--- config.mk ---
export PLATFORM = sky130hd
export DESIGN_NAME = idx_data_window
export DESIGN_NICKNAME = d
export VERILOG_FILES = /design/src/rtl/idw_pkg.sv /design/src/rtl/idw_decode.sv /design/src/rtl/idw_index_reg.sv /design/src/rtl/idw_bechan.sv /design/src/rtl/idx_data_window.sv
export SDC_FILE = /design/constraint.sdc
export NUM_CORES = 1
export LEC_CHECK = 0
export BUFFER_PORTS_ARGS = -buffer_cell sky130_fd_sc_hd__buf_2
export CAP_MARGIN = 0
export CORE_MARGIN = 1.5
export CORE_UTILIZATION = 35
export CTS_CLUSTER_DIAMETER = 120
export CTS_CLUSTER_SIZE = 20
export DETAILED_ROUTE_END_ITERATION = 12
export GPL_ROUTABILITY_DRIVEN = 0
export GPL_TIMING_DRIVEN = 0
export MAX_ROUTING_LAYER = met4
export PLACE_DENSITY = 0.63
export SYNTH_ARGS = -nofsm -noshare
export SYNTH_HDL_FRONTEND = slang
export SYNTH_SLANG_ARGS = --single-unit
--- constraint.sdc ---
create_clock -name clk -period 3.98 [get_ports clk]
set_input_delay 0.199 -clock clk [delete_from_list [all_inputs] [get_ports clk]]
set_output_delay 0.199 -clock clk [all_outputs]
set_load 0.01 [all_outputs]
--- src/rtl/idw_pkg.sv ---
package idw_pkg;
  typedef enum logic {ST_IDLE, ST_WAIT} idw_state_t;

  localparam logic [1:0] TGT_REG = 2'b00;
  localparam logic [1:0] TGT_TBL = 2'b01;

  localparam int CH_REG = 0;
  localparam int CH_TBL = 1;
  localparam int NUM_CH = 2;
endpackage

--- src/rtl/idw_decode.sv ---
module idw_decode #(
  parameter int PORT_AW = 3,
  parameter int BE_W    = 4
) (
  input  logic [PORT_AW-1:0] host_addr,
  input  logic [BE_W-1:0]    host_be,
  input  logic               host_wr,
  input  logic               host_rd,
  input  logic               can_take,
  output logic               go,
  output logic               go_wr,
  output logic               at_data,
  output logic               whole
);
  // a write wins if both strobes arrive together
  assign go      = can_take & (host_wr | host_rd);
  assign go_wr   = host_wr;
  assign at_data = host_addr[PORT_AW-1];
  assign whole   = &host_be;
endmodule

--- src/rtl/idw_index_reg.sv ---
module idw_index_reg #(
  parameter int DATA_W = 32
) (
  input  logic              clk,
  input  logic              rst,
  input  logic              load,
  input  logic [DATA_W-1:0] din,
  output logic [DATA_W-1:0] q
);
  always_ff @(posedge clk) begin
    if (rst)       q <= '0;
    else if (load) q <= din;
  end
endmodule

--- src/rtl/idw_bechan.sv ---
module idw_bechan #(
  parameter int AW   = 30,
  parameter int DW   = 32,
  parameter int BE_W = 4
) (
  input  logic            clk,
  input  logic            rst,
  input  logic            start,
  input  logic            we_in,
  input  logic [AW-1:0]   addr_in,
  input  logic [BE_W-1:0] be_in,
  input  logic [DW-1:0]   wdata_in,
  input  logic            ack,
  output logic            req,
  output logic            we,
  output logic [AW-1:0]   addr,
  output logic [BE_W-1:0] be,
  output logic [DW-1:0]   wdata
);
  always_ff @(posedge clk) begin
    if (rst)        req <= 1'b0;
    else if (start) req <= 1'b1;
    else if (ack)   req <= 1'b0;
  end

  always_ff @(posedge clk) begin
    if (rst) begin
      we    <= 1'b0;
      addr  <= '0;
      be    <= '0;
      wdata <= '0;
    end else if (start) begin
      we    <= we_in;
      addr  <= addr_in;
      be    <= be_in;
      wdata <= wdata_in;
    end
  end
endmodule

--- src/rtl/idx_data_window.sv ---
module idx_data_window
  import idw_pkg::*;
#(
  parameter int DATA_W  = 32,
  parameter int PORT_AW = 3,
  parameter int SEL_W   = 2
) (
  input  logic                    clk,
  input  logic                    rst,
  input  logic [PORT_AW-1:0]      host_addr,
  input  logic [DATA_W/8-1:0]     host_be,
  input  logic                    host_wr,
  input  logic                    host_rd,
  input  logic [DATA_W-1:0]       host_wdata,
  output logic [DATA_W-1:0]       host_rdata,
  output logic                    host_ready,
  output logic                    reg_req,
  output logic                    reg_we,
  output logic [DATA_W-SEL_W-1:0] reg_addr,
  output logic [DATA_W/8-1:0]     reg_be,
  output logic [DATA_W-1:0]       reg_wdata,
  input  logic                    reg_ack,
  input  logic [DATA_W-1:0]       reg_rdata,
  output logic                    tbl_req,
  output logic                    tbl_we,
  output logic [DATA_W-SEL_W-1:0] tbl_addr,
  output logic [DATA_W/8-1:0]     tbl_be,
  output logic [DATA_W-1:0]       tbl_wdata,
  input  logic                    tbl_ack
);
  localparam int BE_W  = DATA_W / 8;
  localparam int OFF_W = DATA_W - SEL_W;

  idw_state_t st;
  logic       busy;
  assign busy = (st != ST_IDLE);

  // host decode
  logic go, go_wr, at_data, whole;
  idw_decode #(.PORT_AW(PORT_AW), .BE_W(BE_W)) u_dec (
    .host_addr (host_addr),
    .host_be   (host_be),
    .host_wr   (host_wr),
    .host_rd   (host_rd),
    .can_take  (!busy && !host_ready),
    .go        (go),
    .go_wr     (go_wr),
    .at_data   (at_data),
    .whole     (whole)
  );

  // index register
  logic [DATA_W-1:0] idx_q;
  logic              idx_load;
  assign idx_load = go && !at_data && go_wr && whole;

  idw_index_reg #(.DATA_W(DATA_W)) u_idx (
    .clk  (clk),
    .rst  (rst),
    .load (idx_load),
    .din  (host_wdata),
    .q    (idx_q)
  );

  logic [OFF_W-1:0] idx_off;
  logic [SEL_W-1:0] idx_sel;
  logic             sel_rsv, sel_tbl;
  assign idx_off = idx_q[DATA_W-1:SEL_W];
  assign idx_sel = idx_q[SEL_W-1:0];
  assign sel_rsv = |idx_sel[SEL_W-1:1];
  assign sel_tbl = (idx_sel == SEL_W'(TGT_TBL));

  // back-end channels
  logic [NUM_CH-1:0] ch_start, ch_ack, ch_req, ch_we;
  logic [OFF_W-1:0]  ch_addr  [NUM_CH];
  logic [BE_W-1:0]   ch_be    [NUM_CH];
  logic [DATA_W-1:0] ch_wdata [NUM_CH];

  logic fwd;
  assign fwd = go && at_data && !sel_rsv;
  // reads are steered to the register space whatever the selector says
  assign ch_start[CH_REG] = fwd && (!go_wr || !sel_tbl);
  assign ch_start[CH_TBL] = fwd && go_wr && sel_tbl;
  assign ch_ack[CH_REG]   = reg_ack;
  assign ch_ack[CH_TBL]   = tbl_ack;

  for (genvar ch = 0; ch < NUM_CH; ch++) begin : g_ch
    idw_bechan #(.AW(OFF_W), .DW(DATA_W), .BE_W(BE_W)) u_chan (
      .clk      (clk),
      .rst      (rst),
      .start    (ch_start[ch]),
      .we_in    (go_wr),
      .addr_in  (idx_off),
      .be_in    (host_be),
      .wdata_in (host_wdata),
      .ack      (ch_ack[ch]),
      .req      (ch_req[ch]),
      .we       (ch_we[ch]),
      .addr     (ch_addr[ch]),
      .be       (ch_be[ch]),
      .wdata    (ch_wdata[ch])
    );
  end

  assign reg_req   = ch_req[CH_REG];
  assign reg_we    = ch_we[CH_REG];
  assign reg_addr  = ch_addr[CH_REG];
  assign reg_be    = ch_be[CH_REG];
  assign reg_wdata = ch_wdata[CH_REG];
  assign tbl_req   = ch_req[CH_TBL];
  assign tbl_we    = ch_we[CH_TBL];
  assign tbl_addr  = ch_addr[CH_TBL];
  assign tbl_be    = ch_be[CH_TBL];
  assign tbl_wdata = ch_wdata[CH_TBL];

  // read lane mask from the byte enables of the open read
  logic [BE_W-1:0]   pend_be;
  logic              pend_rd;
  logic [DATA_W-1:0] lane_mask;
  for (genvar ln = 0; ln < BE_W; ln++) begin : g_lane
    assign lane_mask[8*ln +: 8] = {8{pend_be[ln]}};
  end

  logic done;
  assign done = |(ch_req & ch_ack);

  // completion sequencing
  always_ff @(posedge clk) begin
    if (rst) begin
      st         <= ST_IDLE;
      host_ready <= 1'b0;
      host_rdata <= '0;
      pend_be    <= '0;
      pend_rd    <= 1'b0;
    end else begin
      host_ready <= 1'b0;
      case (st)
        ST_IDLE: begin
          if (go) begin
            if (!at_data) begin
              host_ready <= 1'b1;
              if (!go_wr) host_rdata <= idx_q;
            end else if (sel_rsv) begin
              host_ready <= 1'b1;
              if (!go_wr) host_rdata <= '1;
            end else begin
              st      <= ST_WAIT;
              pend_be <= host_be;
              pend_rd <= !go_wr;
            end
          end
        end
        ST_WAIT: begin
          if (done) begin
            st         <= ST_IDLE;
            host_ready <= 1'b1;
            if (pend_rd) host_rdata <= reg_rdata & lane_mask;
          end
        end
        default: st <= ST_IDLE;
      endcase
    end
  end
endmodule

==> out/qor_table.md, run 1 <==
| Item | Reported |
|:---|:---|
| Fin crit period | 2.020 ns |
| Ports | 246 |
| Final setup viols | 0 |
| Die span in x | 152.7 um |
| Rel. slew slack | 0.4849 |
| Detailed-router iteration count before antenna repair | 5 |
| Setup repair after global routing missed its margin | no |
| Root buffer selected by CTS | sky130_fd_sc_hd__clkbuf_16 |
| Worst-margin pin slew | 0.7727 ns |
| CP max stage cell | sky130_fd_sc_hd__a221o_1 |
| Count of maximum capacitance violations | 0 |
| Critical path startpoint category | flip-flop |
| Total non-filler cell area in the finished layout | 10070 um^2 |
| Peak supply drop | 0.0002698 V |
| EDFF count, synth | 0 |
| Vias/cell | 4.960 |
| DRC violation count after routing | 0 |
| Average routed wire per standard cell | 17.70 um |
| CTS clock-pin slew for the worst setup and hold paths | 0.08 ns |
| Total of flip-flops plus latches after synthesis | 207 |
| Total placed instance area | 9404 um^2 |
| Final clock skew | 0.02317 ns |
| Cell-internal power | 0.002943 W |
| Routed metal-1 wire length | 12520 um |
| Number of buffers between clock root and the deepest sink | 3 |
| Clock sinks | 207 |
| Post-CTS setup buffer count | 0 |
| Netlist cell types | 29 |
| Resize count post-CTS | 0 |
| Total congestion overflow | 0 |
| Routed vias | 7519 |
| Fmax | 495.0 MHz |
| Later-pin clock latency in the skew report | 0.47 ns |
| Warnings, synthesis | 0 |
| Type of the most critical hold path | primary input to flip-flop |
| Cell area after synthesis | 7848 um^2 |
| Share of the synthesized area in the top cell type | 0.5281 |
| Clock tree from TritonCTS | done |
| Final number of max-transition violations | 0 |
| Inserted Clock Buffers | 14 |
| CP Max Fanout | 10 |
| Area contributors post-synth | sky130_fd_sc_hd__dfxtp_1 53%, sky130_fd_sc_hd__nand2_1 14%, sky130_fd_sc_hd__a21oi_1 10% |
| Outcome | complete, no violations |
| Number of inserted diodes | 0 |
| Cell type group with the largest total delay on the critical path | compound AO/OA/AOI/OAI gates |
| Comb pwr share | 0.105 |
| Die extent in y | 152.7 um |
| Uppermost metal layer occupied by signal nets | met4 |
| Floorplan Core Area | 21890 um^2 |
| Cell Rows | 54 |
| Final Hold Fails | 0 |
| Post-route worst hold slack | 0.01136 ns |
| Number of buffer cells added on primary ports | 241 |
| Crit path largest cell delay | 0.42 ns |
| Non-filler instance count after layout | 1516 |
| Number of antenna violations at the first check in global routing | 0 |
| Part of the power in the clock network | 0.351 |
| Net count reported at finish | 1313 |
| Met2 Wirelength | 12230 um |
| H-Tree Level Count | 1 |
| Cell taking the most area after synthesis | sky130_fd_sc_hd__dfxtp_1 |
| Pwr dens | 390.9 nW/um^2 |
| Share of the yosys chip area belonging to registers | 0.5281 |
| Layout overhead on the synthesized area | 28.27% |
| Die outline area | 23330 um^2 |
| Sw Pwr | 0.0009923 W |
| Number of violations reported at the end of detailed-routing iteration 0 | 423 |
| FILL cells | 2256 |
| Post-synthesis instance total | 952 |
| Post-synth net total | 1029 |
| Overall power | 0.003935 W |
| Routed wire length on met3 | 1503 um |
| Avg Inst Size Synth | 8.243 um^2 |
| Initial cell density of the core | 0.3585 |
| HPWL after detailed placement | 20100 um |
| Final worst-path cycle share | 0.5076 |
| Required @ worst endpoint | 4.37 ns |
| Static leakage | 4.072 nW |
| Global Route Usage Sum | 0.2291 |
| Number of buffers added to fix hold violations after cts | 27 |
| Aggregate routed wire length | 26830 um |
| Buffers & Inverters on Critical Path | 1 |
| Share of flip-flops with an asynchronous set or reset | 0 |
| Data arrival time at the worst-slack endpoint | 2.41 ns |
| Antenna viol nets, final | 0 |
| Total instance count after detailed placement | 1473 |
| Top FF cell, synth | sky130_fd_sc_hd__dfxtp_1 |
| List of cells traversed by the critical path | a22o_1 > nand3_1 > clkbuf_1 > a221o_1 > a21oi_1 |
| Part of the total power dissipated in sequential elements | 0.543 |
| Setup Total Neg Slack | 0 ns |
| Capturing element type of the critical path | flip-flop |
| Switching share of power | 0.2522 |
| Largest net degree at the start of global routing | 21 |
| Layout cell share with drive strength beyond 1 | 0.2395 |
| Type of the worst setup path | flip-flop to flip-flop |
| Vias in the first global route | 7196 |
| First-pass GRT wire length | 40970 um |
==> power groups by stage <==
stage	logic, W	clock network (W)	registers [W]
finish	0.000414	0.00138	0.00214
global route	0.000453	0.00150	0.00215
CTS	0.000415	0.00142	0.00214
detailed placement	0.000393	0	0.00219
global placement	0.000390	0	0.00219
floorplan	0.000199	0	0.00220
==> logic make-up after synthesis <==
family | after synthesis | share of synthesized area
buffers and inverters | 87 | 0.05118
AND/OR/NAND/NOR | 422 | 0.2250
flip-flops | 207 | 0.5281
AO/OA/AOI/OAI | 199 | 0.1486
multiplexers | 37 | 0.04719
==> cells in the final DEF, fill, tap and decap left out, types with 32 or more instances in the layout <==
cell type                  netlist  final
sky130_fd_sc_hd__a21oi_1       164    164
sky130_fd_sc_hd__a221o_1        32     32
sky130_fd_sc_hd__buf_2          23    264
sky130_fd_sc_hd__clkbuf_1       51     51
sky130_fd_sc_hd__dfxtp_1       207    207
sky130_fd_sc_hd__mux2i_1        37     37
sky130_fd_sc_hd__nand2_1       289    289
sky130_fd_sc_hd__nand3_1        33     33
sky130_fd_sc_hd__nor2_1         45     45
sky130_fd_sc_hd__nor3_1         40     40
==> synth_stat cells, drive strengths merged (2+ instances only) <==
cell type	count
dfxtp	207
clkbuf	52
nand2b	3
nor4	2
buf	32
inv	3
nand3	33
nand2	289
mux2i	37
nor2	46
or2	2
nand4	4
nor3	40
a21oi	164
a221o	32
==> through the flow <==
step / utilization / setup slack [ns]
after global placement: 0.4296 / 1.755
after CTS: 0.4598 / 1.974
after global routing: 0.4598 / 1.765
after detailed placement: 0.4296 / 1.711
after floorplan: - / 2.359
final: 0.4598 / 1.960
==> worst reg2reg max path, delay by kind of cell (launching register included) <==
family                 cells  cell delay [ns]
buffers and inverters      1             0.35
and+or+nand+nor            1             0.38
DFF                        1             0.36
AOI/OAI and AO/OA          3             0.88
==> sequential cells by signal, indices dropped and copies added (netlist names) <==
name and cells:
busy 1, u_idx.q 32, pend_rd 1, g_ch.u_chan.req 2
g_ch.u_chan.addr 60, g_ch.u_chan.be 8, pend_be 4, g_ch.u_chan.wdata 64
host_rdata 32, g_ch.u_chan.we 2, host_ready 1
==> area by class of cell <==
| class | instances | area, um^2 | area share |
|---|---|---|---|
| inverter | 3 | 11.26 | 0.001119 |
| tap | 280 | 350.3 | 0.03480 |
| sequential | 207 | 4144 | 0.4117 |
| multi-input combinational | 658 | 3302 | 0.3280 |
| clock inverter | 1 | 16.27 | 0.001616 |
| clock buffer | 15 | 375.4 | 0.03729 |
| buffer | 84 | 390.4 | 0.03878 |
| timing repair buffer | 268 | 1476 | 0.1467 |
==> metal layers <==
layer,up-vias,track usage
met5,-,-
met4,0,0.06181
li1,3760,-
met2,224,0.3636
met3,40,0.03896
met1,3495,0.3015
==> final timing paths <==
path                   startpoint                    to  slack (ns)  cells past startpoint
min                    host_be[0]  g_ch[0].u_chan.be[0]        0.01                      3
max reg2reg    g_ch[0].u_chan.req         host_rdata[5]        1.96                      5
min reg2reg  g_ch[0].u_chan.be[3]  g_ch[0].u_chan.be[3]        0.45                      2
max            g_ch[0].u_chan.req         host_rdata[5]        1.96                      5
No activity file was read; power rests on OpenSTA's default activity.
==> run 2: changes to the inputs <==
--- a/config.mk
+++ b/config.mk
@@ -15,7 +15,7 @@
 export GPL_ROUTABILITY_DRIVEN = 0
 export GPL_TIMING_DRIVEN = 0
 export MAX_ROUTING_LAYER = met4
-export PLACE_DENSITY = 0.63
+export PLACE_DENSITY = 0.66
 export SYNTH_ARGS = -nofsm -noshare
 export SYNTH_HDL_FRONTEND = slang
 export SYNTH_SLANG_ARGS = --single-unit
==> constraint.sdc (replaced) <==
create_clock -name clk -period 1.8 [get_ports clk]
set_input_delay 0.09 -clock clk [delete_from_list [all_inputs] [get_ports clk]]
set_output_delay 0.09 -clock clk [all_outputs]
set_load 0.01 [all_outputs]
==> run 2 against run 1 <==
Net effect:
- critical endpoint is now host_rdata[0]
- critical path depth increased by 1
- register-to-register slack worse by 1.9 ns
- highest routed layer unchanged
- clock power increased by 130%
==> out/qor_table.md, run 2 (synthesized netlist as in run 1, its figures left out) <==
| Item | Reported |
|:---|:---|
| Outcome | complete, no violations |
| Inserted Clock Buffers | 14 |
| Die outline area | 23330 um^2 |
| CP Max Fanout | 10 |
| Root buffer selected by CTS | sky130_fd_sc_hd__clkbuf_16 |
| Crit path largest cell delay | 0.32 ns |
| Critical path endpoint | host_rdata[0] |
| Number of buffers between clock root and the deepest sink | 3 |
| Count of maximum capacitance violations | 0 |
| Die span in x | 152.7 um |
| Data arrival time at the worst-slack endpoint | 2.13 ns |
| Ports | 246 |
| Critical path origin | u_idx.q[1] |
| Total congestion overflow | 0 |
| Worst-margin pin slew | 0.7451 ns |
| Critical path startpoint category | flip-flop |
| Startpoint of the most critical hold path | reg_rdata[11] |
| List of cells traversed by the critical path | buf_2 > nand2b_4 > nand4_4 > buf_4 > a221o_1 > a21oi_1 |
| Leading cell types in the layout, fill and taps excluded | 289 x sky130_fd_sc_hd__nand2_1, 255 x sky130_fd_sc_hd__buf_2, 207 x sky130_fd_sc_hd__dfxtp_1 |
| Buffers & Inverters on Critical Path | 2 |
| Clock tree from TritonCTS | done |
| Type of the most critical hold path | primary input to flip-flop |
| Pwr dens | 842.9 nW/um^2 |
| Layout overhead on the synthesized area | 33.66% |
| Fraction of the core area covered by cells at the end of the flow | 0.4791 |
| Aggregate routed wire length | 27560 um |
| H-Tree Level Count | 1 |
| Vias in the first global route | 7570 |
| Total placed instance area | 9404 um^2 |
| First-pass GRT wire length | 42570 um |
| Later-pin clock latency in the skew report | 0.49 ns |
| Global Route Usage Sum | 0.2365 |
| Register-to-register setup slack | 0.07 ns |
| Number of violations reported at the end of detailed-routing iteration 0 | 381 |
| Largest registers ranked by flip-flop count | g_ch.u_chan.wdata (64), g_ch.u_chan.addr (60) |
| Vias/cell | 5.028 |
| Net count reported at finish | 1349 |
| Final Hold Fails | 0 |
| Largest net degree at the start of global routing | 21 |
| Cell type group with the largest total delay on the critical path | compound AO/OA/AOI/OAI gates |
| Required @ worst endpoint | 2.20 ns |
| Layout cell share with drive strength beyond 1 | 0.2508 |
| Register ranked first by flip-flop count | g_ch.u_chan.wdata |
| Fin crit period | 1.730 ns |
| Number of inserted diodes | 0 |
| Post-route worst hold slack | 0.01455 ns |
| Capturing element type of the critical path | flip-flop |
| RR Endpoint | host_rdata[0] |
| Antenna viol nets, final | 0 |
| Static leakage | 4.278 nW |
| Initial cell density of the core | 0.3585 |
| Final number of max-transition violations | 0 |
| Rel. slew slack | 0.5032 |
| CTS clock-pin slew for the worst setup and hold paths | 0.09 ns |
| Hold Path Stages | 4 |
| Peak supply drop | 0.0005410 V |
| HPWL after detailed placement | 20250 um |
| Flip-flop count of the largest register after layout | 64 |
| Detailed-router iteration count before antenna repair | 5 |
| FF-to-FF path depth | 6 |
| Most common cell after layout, fill and taps aside | sky130_fd_sc_hd__nand2_1 |
| Clock sinks | 207 |
| Floorplan Core Area | 21890 um^2 |
| Number of antenna violations at the first check in global routing | 0 |
| DRC violation count after routing | 0 |
| CP max stage cell | sky130_fd_sc_hd__a221o_1 |
| Final worst-path cycle share | 0.9612 |
| Type of the worst setup path | flip-flop to flip-flop |
| Final clock skew | 0.02681 ns |
| Setup repair after global routing missed its margin | yes |
| Routed vias | 7803 |
| Average routed wire per standard cell | 17.75 um |
| Cell Rows | 54 |
| Die extent in y | 152.7 um |
| Number of stages on the worst setup path | 6 |
| Total non-filler cell area in the finished layout | 10490 um^2 |
| Setup Total Neg Slack | 0 ns |
| Fmax | 578.0 MHz |
| Startpoint of the most critical register-to-register path | u_idx.q[1] |
| Number of buffer cells added on primary ports | 241 |
| Final setup viols | 0 |
[run 2: worst min-delay path: cells and delay by family]
kind	cells	cell delay [ns]
simple gates	1	0.06
buf+inv	1	0.10
compound gates	2	0.19
[run 2: stage by stage]
| step | instances | power [W] | setup slack, ns |
|---|---|---|---|
| after floorplan | 952 | 0.005315 | 0.1788 |
| after global placement | 1473 | 0.005696 | -0.1740 |
| after detailed placement | 1473 | 0.005705 | -0.2015 |
| after CTS | 1548 | 0.008897 | 0.01694 |
| after global routing | 1552 | 0.009174 | -0.007633 |
| final | 1552 | 0.008841 | 0.06988 |
[run 2: final cells by class]
class                           instances  area [um^2]
Sequential cell                       207         4144
Clock inverter                          1        16.27
Timing Repair Buffer                  304         1817
Tap cell                              280        350.3
Buffer                                 84        446.7
Multi-Input combinational cell        658         3328
Fill cell                            2171        11400
Inverter                                3        11.26
Clock buffer                           15        375.4
[run 2: worst min path at each step]
stage / end / slack, ns
after global placement: g_ch[0].u_chan.wdata[30] / 0.36
after CTS: host_rdata[29] / 0.0001
after floorplan: g_ch[0].u_chan.be[0] / 0.23
after global routing: host_rdata[11] / 0.01
after detailed placement: g_ch[0].u_chan.wdata[29] / 0.37
final: host_rdata[11] / 0.01
[run 2: power by group]
part	internal, W	switching [W]	leakage [nW]	total (W)
combinational	0.000391	0.000602	2.41	0.000993
sequential	0.00468	0.0000557	1.67	0.00473
clock	0.00150	0.00161	0.192	0.00312
[run 2: routing by layer]
metal  GRT usage  vias up  routed length, um
li1            -     3835                  -
met2      0.3722      240              12450
met3     0.03726       55               1617
met4     0.08288        0                850
met5           -        -                  0
met1      0.3081     3673              12630
[run 2: repair_timing]
item | in CTS | in global routing
gates resized for setup | 15 | 27
pin swaps | 3 | 1
buffers inserted | 4 | 4
gates cloned | 0 | 0
endpoints found under the hold margin | 127 | 0
endpoints found under the setup margin | 128 | 126
hold buffers | 55 | 0
==> run 3: changes to the inputs <==
--- a/config.mk
+++ b/config.mk
@@ -16,6 +16,7 @@
 export GPL_TIMING_DRIVEN = 0
 export MAX_ROUTING_LAYER = met4
 export PLACE_DENSITY = 0.66
+export RECOVER_POWER = 100
 export SYNTH_ARGS = -nofsm -noshare
 export SYNTH_HDL_FRONTEND = slang
 export SYNTH_SLANG_ARGS = --single-unit
==> run 3 against run 2 <==
Net effect:
- total power is 0.15% lower
- core utilization is 0.97 points lower
- maximum frequency is 0.64% higher
- critical endpoint unchanged
- critical path depth stayed put
- hold slack worse by 0.0010 ns
- setup slack better by 0.011 ns
- clock-buffer cell count stayed put
- sequential power hardly changed
- global-route usage stayed put
- die area stayed put
==> out/qor_table.md, run 3 (synthesized netlist as in run 1, its figures left out) <==
| Item | Reported |
|:---|:---|
| Outcome | complete, no violations |
| Part of the power in the clock network | 0.354 |
| Final clock skew | 0.02680 ns |
| First-pass GRT wire length | 42570 um |
| Worst Hold End | host_rdata[11] |
| Layout cell share with drive strength beyond 1 | 0.1171 |
| Die outline area | 23330 um^2 |
| Total congestion overflow | 0 |
| Worst-margin pin slew | 0.7388 ns |
| Final setup viols | 0 |
| Global Route Usage Sum | 0.2365 |
| Layout overhead on the synthesized area | 30.95% |
| Cell Rows | 54 |
| Startpoint of the most critical hold path | reg_rdata[11] |
| Number of inserted diodes | 0 |
| Comb pwr share | 0.110 |
| Required @ worst endpoint | 2.21 ns |
| Root buffer selected by CTS | sky130_fd_sc_hd__clkbuf_16 |
| Cell-internal power | 0.006548 W |
| Vias/cell | 4.981 |
| Total non-filler cell area in the finished layout | 10280 um^2 |
| Static leakage | 3.544 nW |
| Number of violations reported at the end of detailed-routing iteration 0 | 403 |
| Routed vias | 7730 |
| FILL cells | 2240 |
| Final Hold Fails | 0 |
| Antenna viol nets, final | 0 |
| Later-pin clock latency in the skew report | 0.49 ns |
| CP Max Fanout | 10 |
| Largest net degree at the start of global routing | 21 |
| Peak supply drop | 0.0005423 V |
| Part of the total power dissipated in sequential elements | 0.536 |
| Crit path largest cell delay | 0.32 ns |
| RR Endpoint | host_rdata[0] |
| Fmax | 581.7 MHz |
| Setup Total Neg Slack | 0 ns |
| Clock sinks | 207 |
| Number of buffers between clock root and the deepest sink | 3 |
| Sw Pwr | 0.002279 W |
| Clock tree from TritonCTS | done |
| Initial cell density of the core | 0.3585 |
| Cell type group with the largest total delay on the critical path | compound AO/OA/AOI/OAI gates |
| Overall power | 0.008827 W |
| Critical path startpoint category | flip-flop |
| DRC violation count after routing | 0 |
| Fin crit period | 1.719 ns |
| Rel. slew slack | 0.5075 |
| Net count reported at finish | 1349 |
| H-Tree Level Count | 1 |
| Pwr dens | 859.0 nW/um^2 |
| Final number of max-transition violations | 0 |
| Aggregate routed wire length | 27570 um |
| Die span in x | 152.7 um |
| Floorplan Core Area | 21890 um^2 |
| Die extent in y | 152.7 um |
| Ports | 246 |
| Largest registers ranked by flip-flop count | g_ch.u_chan.wdata (64), g_ch.u_chan.addr (60) |
| Setup repair after global routing missed its margin | yes |
| Type of the worst setup path | flip-flop to flip-flop |
| Number of antenna violations at the first check in global routing | 0 |
| Average routed wire per standard cell | 17.77 um |
| FF-to-FF path depth | 6 |
| Final worst-path cycle share | 0.9551 |
| Area used by sequential logic in the layout | 4144 um^2 |
| CP max stage cell | sky130_fd_sc_hd__a221o_1 |
| Total placed instance area | 9404 um^2 |
| Capturing element type of the critical path | flip-flop |
| Hold Path Stages | 4 |
| Number of buffer cells added on primary ports | 241 |
| Switching share of power | 0.2582 |
| Register ranked first by flip-flop count | g_ch.u_chan.wdata |
| Flip-flop count of the largest register after layout | 64 |
| Detailed-router iteration count before antenna repair | 5 |
| Register-to-register setup slack | 0.08 ns |
| Startpoint of the most critical register-to-register path | u_idx.q[1] |
| Leading cell types in the layout, fill and taps excluded | 289 x sky130_fd_sc_hd__nand2_1, 210 x sky130_fd_sc_hd__clkbuf_1, 207 x sky130_fd_sc_hd__dfxtp_1 |
| Vias in the first global route | 7570 |
| Buffers & Inverters on Critical Path | 2 |
| Area taken by multi-input logic gates | 3328 um^2 |
| CTS clock-pin slew for the worst setup and hold paths | 0.09 ns |
| Type of the most critical hold path | primary input to flip-flop |
| Fraction of the core area covered by cells at the end of the flow | 0.4694 |
| List of cells traversed by the critical path | buf_2 > nand2b_4 > nand4_4 > buf_4 > a221o_1 > a21oi_1 |
| HPWL after detailed placement | 20250 um |
| Data arrival time at the worst-slack endpoint | 2.13 ns |
| Count of maximum capacitance violations | 0 |
| Most common cell after layout, fill and taps aside | sky130_fd_sc_hd__nand2_1 |
| Inserted Clock Buffers | 14 |
run 3: cell count changes in the layout (fill, tap and decap cells not counted):
cell | previous run | this run
sky130_fd_sc_hd__clkbuf_1 | 40 | 210
sky130_fd_sc_hd__buf_2 | 255 | 85
run 3: worst max-delay path by stage:
| stage | cells past startpoint | from | end | slack [ns] |
|---|---|---|---|---|
| 6_report | 6 | u_idx.q[1] | host_rdata[0] | 0.08 |
| 3_5_place_dp | 4 | rst | g_ch[1].u_chan.wdata[28] | -0.20 |
| 2_1_floorplan | 6 | busy | u_idx.q[1] | 0.18 |
| 4_1_cts | 7 | busy | g_ch[0].u_chan.wdata[20] | 0.02 |
| 5_1_grt | 7 | u_idx.q[1] | g_ch[0].u_chan.wdata[30] | -0.008 |
| 3_3_place_gp | 4 | rst | g_ch[1].u_chan.wdata[28] | -0.17 |
run 3: power groups by stage:
stage,Clock (W),Sequential (W),Combinational [W]
2_1_floorplan,0,0.00487,0.000441
3_3_place_gp,0,0.00483,0.000863
3_5_place_dp,0,0.00484,0.000868
4_1_cts,0.00319,0.00473,0.000974
5_1_grt,0.00334,0.00475,0.00106
6_report,0.00312,0.00474,0.000970
run 3: area by class of cell:
cell class                 instances  area share
sequential                       207      0.4033
multi-input combinational        658      0.3239
timing repair buffer             304      0.1562
buffer                            84     0.04335
clock buffer                      15     0.03653
tap                              280     0.03409
clock inverter                     1    0.001583
inverter                           3    0.001096
run 3: repair_timing:
item	4_1_cts	5_1_grt
pin swaps	3	1
hold buffers	55	0
setup buffers	4	4
endpoints found under the hold margin	127	0
gates resized for setup	15	27
setup endpoints to repair	128	126
run 3: worst min-delay path, delay by kind of cell:
family / cells / cell delay [ns]
and+or+nand+nor: 1 / 0.06
buffers and inverters: 1 / 0.10
AOI/OAI and AO/OA: 2 / 0.19
run 3: through the flow:
step	hold slack (ns)	std cells	worst slack, ns
6_report	0.01355	1552	0.08086
5_1_grt	0.01260	1552	-0.007630
4_1_cts	0.0001285	1548	0.01694
3_5_place_dp	0.3662	1473	-0.2015
3_3_place_gp	0.3594	1473	-0.1740
2_1_floorplan	0.2260	952	0.1788
run 3: layer usage:
metal	global-route usage	share of wire
met1	0.3081	0.46
met2	0.3722	0.45
met3	0.03726	0.055
met4	0.08288	0.030
met5	-	0
